**config.mk**
```make
export PLATFORM = sky130hd
export DESIGN_NAME = fp_minmax
export DESIGN_NICKNAME = d
export VERILOG_FILES = /design/src/rtl/fp_minmax_pkg.sv /design/src/rtl/fp_minmax_classify.sv /design/src/rtl/fp_minmax_order.sv /design/src/rtl/fp_minmax_select.sv /design/src/rtl/fp_minmax.sv
export SDC_FILE = /design/constraint.sdc
export NUM_CORES = 1
export LEC_CHECK = 0
export BUFFER_PORTS_ARGS = -buffer_cell sky130_fd_sc_hd__buf_2
export CORE_ASPECT_RATIO = 0.75
export CORE_UTILIZATION = 44
export DETAILED_ROUTE_END_ITERATION = 12
export PLACE_DENSITY = 0.77
export SYNTH_ARGS = -nofsm -noshare
export SYNTH_HDL_FRONTEND = slang
export SYNTH_SLANG_ARGS = --single-unit
```
**constraint.sdc**
```tcl
create_clock -name clk_i -period 0.8 [get_ports clk_i]
set_input_delay 0.04 -clock clk_i [delete_from_list [all_inputs] [get_ports clk_i]]
set_output_delay 0.04 -clock clk_i [all_outputs]
set_load 0.005 [all_outputs]
```
**src/rtl/fp_minmax_pkg.sv**
```systemverilog
package fp_minmax_pkg;
  localparam int NUM_FLAGS = 5;
  localparam int FLAG_NV   = 4;
  localparam int FLAG_DZ   = 3;
  localparam int FLAG_OF   = 2;
  localparam int FLAG_UF   = 1;
  localparam int FLAG_NX   = 0;

  typedef struct packed {
    logic is_nan;
    logic is_snan;
  } fp_class_t;
endpackage

```
**src/rtl/fp_minmax_classify.sv**
```systemverilog
module fp_minmax_classify #(
  parameter int EXP_W = 8,
  parameter int MAN_W = 23
) (
  input  logic [EXP_W+MAN_W:0]     op_i,
  output fp_minmax_pkg::fp_class_t cls_o
);
  localparam int W = 1 + EXP_W + MAN_W;

  logic [EXP_W-1:0] exp_f;
  logic [MAN_W-1:0] man_f;
  logic             exp_ones;
  logic             man_nz;

  assign exp_f    = op_i[W-2 -: EXP_W];
  assign man_f    = op_i[MAN_W-1:0];
  assign exp_ones = &exp_f;
  assign man_nz   = |man_f;

  assign cls_o.is_nan  = exp_ones && man_nz;
  assign cls_o.is_snan = exp_ones && man_nz && !man_f[MAN_W-1];
endmodule

```
**src/rtl/fp_minmax_order.sv**
```systemverilog
module fp_minmax_order #(
  parameter int EXP_W = 8,
  parameter int MAN_W = 23
) (
  input  logic [EXP_W+MAN_W:0] a_i,
  input  logic [EXP_W+MAN_W:0] b_i,
  input  logic                 op_max_i,
  output logic                 pick_b_o
);
  localparam int W = 1 + EXP_W + MAN_W;

  logic sgn_a, sgn_b, exp_gt, exp_eq, man_gt;

  assign sgn_a  = a_i[W-1];
  assign sgn_b  = b_i[W-1];
  assign exp_gt = a_i[W-2 -: EXP_W] >  b_i[W-2 -: EXP_W];
  assign exp_eq = a_i[W-2 -: EXP_W] == b_i[W-2 -: EXP_W];
  assign man_gt = a_i[MAN_W-1:0] > b_i[MAN_W-1:0];

  // sign first, then exponent, then significand; sign and op flip the sense
  always_comb begin
    if (sgn_a != sgn_b)  pick_b_o = (sgn_a == op_max_i);
    else if (!exp_eq)    pick_b_o = exp_gt ^ sgn_a ^ op_max_i;
    else                 pick_b_o = man_gt ^ sgn_a ^ op_max_i;
  end
endmodule

```
**src/rtl/fp_minmax_select.sv**
```systemverilog
module fp_minmax_select #(
  parameter int EXP_W = 8,
  parameter int MAN_W = 23
) (
  input  logic [EXP_W+MAN_W:0]                  a_i,
  input  logic [EXP_W+MAN_W:0]                  b_i,
  input  fp_minmax_pkg::fp_class_t              cls_a_i,
  input  fp_minmax_pkg::fp_class_t              cls_b_i,
  input  logic                                  pick_b_i,
  output logic [EXP_W+MAN_W:0]                  res_o,
  output logic [fp_minmax_pkg::NUM_FLAGS-1:0]   flags_o
);
  import fp_minmax_pkg::*;

  localparam int W = 1 + EXP_W + MAN_W;
  localparam logic [W-1:0] QNAN = {1'b0, {EXP_W{1'b1}}, 1'b1, {(MAN_W-1){1'b0}}};

  always_comb begin
    if (cls_a_i.is_nan && cls_b_i.is_nan) res_o = QNAN;
    else if (cls_a_i.is_nan)              res_o = b_i;
    else if (cls_b_i.is_nan)              res_o = a_i;
    else if (pick_b_i)                    res_o = b_i;
    else                                  res_o = a_i;
  end

  always_comb begin
    flags_o          = '0;
    flags_o[FLAG_NV] = cls_a_i.is_snan | cls_b_i.is_snan;
  end
endmodule

```
**src/rtl/fp_minmax.sv**
```systemverilog
module fp_minmax #(
  parameter int EXP_W = 8,
  parameter int MAN_W = 23
) (
  input  logic                   clk_i,
  input  logic                   rst_ni,
  input  logic                   op_max_i,
  input  logic [EXP_W+MAN_W:0]   a_i,
  input  logic [EXP_W+MAN_W:0]   b_i,
  output logic [EXP_W+MAN_W:0]   res_o,
  output logic [4:0]             flags_o
);
  import fp_minmax_pkg::*;

  localparam int W = 1 + EXP_W + MAN_W;

  logic [W-1:0]         opnd [2];
  fp_class_t            cls  [2];
  logic                 pick_b;
  logic [W-1:0]         res_d;
  logic [NUM_FLAGS-1:0] flags_d;

  assign opnd[0] = a_i;
  assign opnd[1] = b_i;

  for (genvar i = 0; i < 2; i++) begin : g_cls
    fp_minmax_classify #(.EXP_W(EXP_W), .MAN_W(MAN_W)) u_cls (
      .op_i  (opnd[i]),
      .cls_o (cls[i])
    );
  end

  fp_minmax_order #(.EXP_W(EXP_W), .MAN_W(MAN_W)) u_order (
    .a_i      (a_i),
    .b_i      (b_i),
    .op_max_i (op_max_i),
    .pick_b_o (pick_b)
  );

  fp_minmax_select #(.EXP_W(EXP_W), .MAN_W(MAN_W)) u_sel (
    .a_i      (a_i),
    .b_i      (b_i),
    .cls_a_i  (cls[0]),
    .cls_b_i  (cls[1]),
    .pick_b_i (pick_b),
    .res_o    (res_d),
    .flags_o  (flags_d)
  );

  always_ff @(posedge clk_i or negedge rst_ni) begin
    if (!rst_ni) begin
      res_o   <= '0;
      flags_o <= '0;
    end else begin
      res_o   <= res_d;
      flags_o <= flags_d;
    end
  end
endmodule

```
* Yosys cells after proc, flatten, opt, wreduce, memory -nomap -nowiden *
Index checks and enable logic that the tools add are counted.

word-level totals
  register bits after elaboration = 33
  input bits = 67
  logic and storage cells = 29

cells by class
  $lt $le $gt $ge = 2
  eq/ne operators = 3
  mux-type cells = 6
  bitwise logic cells = 5
  reduce and logical (&&, ||, !) cells = 11

operators by type and width
  kind               number
  $mux 32            4
  $reduce_or 23->1   2
  $gt 23x23->1       1
  $reduce_and 8->1   2
  $eq 8x8->1         1
  $gt 8x8->1         1
  $logic_and 1x1->1  5
  $xor 1x1->1        4
  $logic_not 1->1    2
  $mux 1             2
  $eq 1x1->1         1
  $ne 1x1->1         1
  $or 1x1->1         1

* Depth between registers and ports, before layout *
  depth after elaboration = 9
  depth in mapped cells = 11

* By module *
From an unflattened synthesis, not the netlist that was laid out.

unflattened totals
  cell total of the unflattened synthesis = 227
  area, all modules = 2392.3 sq um

modules (own cells, without submodules)
  module              instances  cells each  area each (sq um)  sequential area each (sq um)
  fp_minmax           1          37          925.9              925.9
  fp_minmax_order     1          115         834.6              0.0
  fp_minmax_select    1          51          449.2              0.0
  fp_minmax_classify  2          12          91.3               0.0

* Worst setup path after synthesis *
Ideal clock, no wire load.

  path type = input-to-reg
  from = in b_i[2]
  to = reg res_o[25]
  setup time = 125 ps
  data arrival time = 2118 ps
  data required time = 675 ps
  path slack = -1443 ps
  stages on the path = 10
  buffers on the path = 1
  cell sequence = inv_1 > ha_1 > a21oi_1 > a21oi_1 > o31a_1 > or4_4 > a41o_2 > o211ai_2 > buf_6 > mux2_4

between the ends
  word-level cells in the longest chain between the ends = 9

ends and longest elaborated chain
  item                       line                    RTL
  start: declaration         fp_minmax.sv:9          input logic [EXP_W+MAN_W:0] b_i,
  $gt 23x23->1               fp_minmax_order.sv:18   assign man_gt = a_i[MAN_W-1:0] > b_i[MAN_W-1:0];
  $xor 1x1->1 (2 in series)  fp_minmax_order.sv:24   else pick_b_o = man_gt ^ sgn_a ^ op_max_i;
  $mux 1                     fp_minmax_order.sv:23   else if (!exp_eq) pick_b_o = exp_gt ^ sgn_a ^ op_max_i;
  $mux 1                     fp_minmax_order.sv:22   if (sgn_a != sgn_b) pick_b_o = (sgn_a == op_max_i);
  $mux 32                    fp_minmax_select.sv:22  else if (pick_b_i) res_o = b_i;
  $mux 32                    fp_minmax_select.sv:21  else if (cls_b_i.is_nan) res_o = a_i;
  $mux 32                    fp_minmax_select.sv:20  else if (cls_a_i.is_nan) res_o = b_i;
  $mux 32 (*)                fp_minmax_select.sv:19  if (cls_a_i.is_nan && cls_b_i.is_nan) res_o = QNAN;
  named net res_d[25]        fp_minmax.sv:20         logic [W-1:0] res_d;
  end signal: assignment     fp_minmax.sv:55         res_o <= res_d;
  end: declaration           fp_minmax.sv:10         output logic [EXP_W+MAN_W:0] res_o,

The timed path passes the listed nets; every way through them passes the cells marked *.

* Final worst setup path *
  from = in b_i[30]
  to = reg res_o[26]

between the ends
  word-level cells in the longest chain between the ends = 9

ends and longest elaborated chain
  item                       line                    RTL
  $gt 8x8->1                 fp_minmax_order.sv:16   assign exp_gt = a_i[W-2 -: EXP_W] > b_i[W-2 -: EXP_W];
  $xor 1x1->1 (2 in series)  fp_minmax_order.sv:23
  $mux 1                     fp_minmax_order.sv:23
  $mux 1                     fp_minmax_order.sv:22
  $mux 32                    fp_minmax_select.sv:22
  $mux 32                    fp_minmax_select.sv:21
  $mux 32                    fp_minmax_select.sv:20
  $mux 32 (*)                fp_minmax_select.sv:19
  named net res_d[26]        fp_minmax.sv:20

Marks and branches as above.

==> reports/metrics.cfg <==
[clock_tree]
root_buffer=clkbuf_8
clk_pin_slew_ns=0.08
cts-buffers-inserted=5
cts_tree=built
htreeDepth=2
clockBufferDepth=2
cts.sinks=33

[run_status]
violations=negative setup slack
status=complete, but fails checks

[placed_design]
dpl.hpwl_um=6578
dp_cells=532
io_buffers=99
gp_congestion=0.8907

[worst_hold_path]
worstHoldPathType=input port to flip-flop

[route]
first_pass_iters=5
remaining_drc_errors=0
antenna_left=0
wl_um=13840
vias=3529
wl_per_cell_um=24.71
via_per_inst=6.302
drt_iter0_markers=477

[cells_and_area]
final_cell_mix=buf_4 (81), buf_2 (78), inv_1 (38)
utilization=0.8735
nFillCells=239
drive_gt1_frac=0.6206
syn_to_final_growth_pct=89.51
diodes=0
final_common_cell=buf_4
final_cells=560
nets=582

[power_and_ir_drop]
p_leak_nw=2.384
p_per_area_nw_per_um2=1320
ir_drop_mv=0.9061

[job]
max-cap-violations=0

[yosys]
yosysSeqAreaShare=0.3312
synthArstFlopShare=1.000
synth_edf_count=0
netlist_area_sq_um=2494
avgSynthCellArea_sq_um=8.811
ys_types=48
synth-main-ff-cell=dfrtp_1
syn-instance-count=283
ys_ff_latch=33
yosys_warnings=0

[floorplanning]
io_pins=104
die_w_um=88.93
row_count=23
start_util=0.4609
coreArea_sq_um=5410
die_area_sq_um=5976
die_h_um=67.20

[sta]
setup_violations=66
hold_violations=0
fin_crit_ns=2.379
slew_viol_final=0
fin_crit_sh=2.974
fin_ws_ns=-1.579
rsz0062_at_grt=true
fin_hold_ws_ns=0.05070
fin_tns_setup_ns=-50.47
fmax_mhz=420.3

[worst_setup_path]
worst-endpoint-required_ns=0.98
worstSetupEndpointType=flip-flop
path_max_fanout=5
crit_type=input port to flip-flop
startpoint_type=input port
cp.arrival_ns=2.56

[grt]
grt_max_degree=34
grt.met1_usage=0.4325
antenna_found_initial=1
overflow=0
grt_pass1_vias=3343
grt_util_met3=0.1149
grt_pass1_wl_um=16590
grt.busiest_layer=met2
grt_usage=0.3812
met2_usage=0.6260

[flip-flops by register name, indices dropped and copies added (netlist names)]
| signal | count |
|---|---|
| res_o | 32 |
| flags_o | 1 |
[area by class of cell]
| cell class | count | area (sq um) | area share |
|---|---|---|---|
| timing repair buffer | 203 | 1578 | 0.3339 |
| clock inverter | 1 | 5.005 | 0.001059 |
| multi-input combinational | 188 | 1916 | 0.4053 |
| inverter | 53 | 211.5 | 0.04474 |
| tap | 75 | 93.84 | 0.01986 |
| clock buffer | 7 | 96.34 | 0.02039 |
| sequential | 33 | 825.8 | 0.1747 |
[metal layers]
metal / wire length (um) / vias to the layer above / share of wire
met5: 50 / - / 0.0036
met4: 1329 / 2 / 0.096
met3: 1783 / 153 / 0.13
met2: 6055 / 405 / 0.44
met1: 4619 / 1570 / 0.33
li1: - / 1399 / -
[path summary, 6_finish.rpt]
| kind | from | end | slack (ns) | cells past startpoint |
|---|---|---|---|---|
| setup / recovery | b_i[30] | res_o[26]$_DFF_PN0_ | -1.58 | 12 |
| hold / removal | a_i[22] | flags_o[4]$_DFF_PN0_ | 0.05 | 3 |
| max in group asynchronous | rst_ni | res_o[24]$_DFF_PN0_ | 0.38 | 3 |
| min in group asynchronous | rst_ni | res_o[23]$_DFF_PN0_ | 0.22 | 3 |
[power breakdown]
group          internal [mW]  switching, mW  total (mW)
sequential              1.88         0.0755        1.95
combinational           1.42           1.37        2.79
clock                  0.779          0.712        1.49
[through the flow]
stage                     total power, mW  instance area, sq um  worst slack [ns]
after detailed placement            3.913                  3809            -1.753
after global placement              3.848                  3809            -1.762
after CTS                           5.615                  4457            -1.306
after global routing                6.408                  4726            -1.717
final                               6.237                  4726            -1.579
after floorplan                     2.834                  2663            -1.394
[cell families after synthesis]
group                    Yosys count  synth area share
adder cells (fa/ha/maj)           31            0.1555
flip-flops                        33            0.3312
AND/OR/NAND/NOR                   83            0.1731
other                              1          0.001504
AO/OA/AOI/OAI                     62            0.1671
multiplexers                       8           0.04767
buffers and inverters             65            0.1239
[what timing repair did]
item / CTS / global route
resized for setup: 84 / 45
pin swaps: 37 / 26
hold buffers: 1 / 0
buffers inserted: 15 / 9
hold endpoints to repair: 33 / 0
setup endpoints to repair: 65 / 66
cloned: 0 / 1
[cells in the mapped netlist (all sizes together), types with 2 or more instances]
master | number | area (sq um)
nor2 | 6 | 22.52
o211ai | 3 | 27.52
nand3b | 2 | 15.01
mux2i | 2 | 32.53
a21o | 2 | 17.52
o22ai | 23 | 150.1
nand4 | 14 | 87.58
a21oi | 15 | 75.07
and4 | 2 | 20.02
a211o | 2 | 18.77
mux2 | 6 | 86.33
buf | 10 | 97.59
nand3 | 3 | 15.01
dfrtp | 33 | 825.8
inv | 53 | 198.9
nand2 | 33 | 123.9
nor3 | 5 | 25.02
nor4 | 12 | 75.07
ha | 31 | 387.9
o21ai | 6 | 30.03
[worst max-delay path, stage by stage]
cell and delay (ns):
buf_2 0.11, inv_1 0.06, ha_1 0.30, nand4_1 0.25, buf_4 0.23, nor3_1 0.32
a21boi_2 0.28, o31ai_4 0.11, a41o_4 0.27, o211ai_4 0.13, buf_12 0.16, mux2_4 0.30
Power figures use the tool's default switching activity.
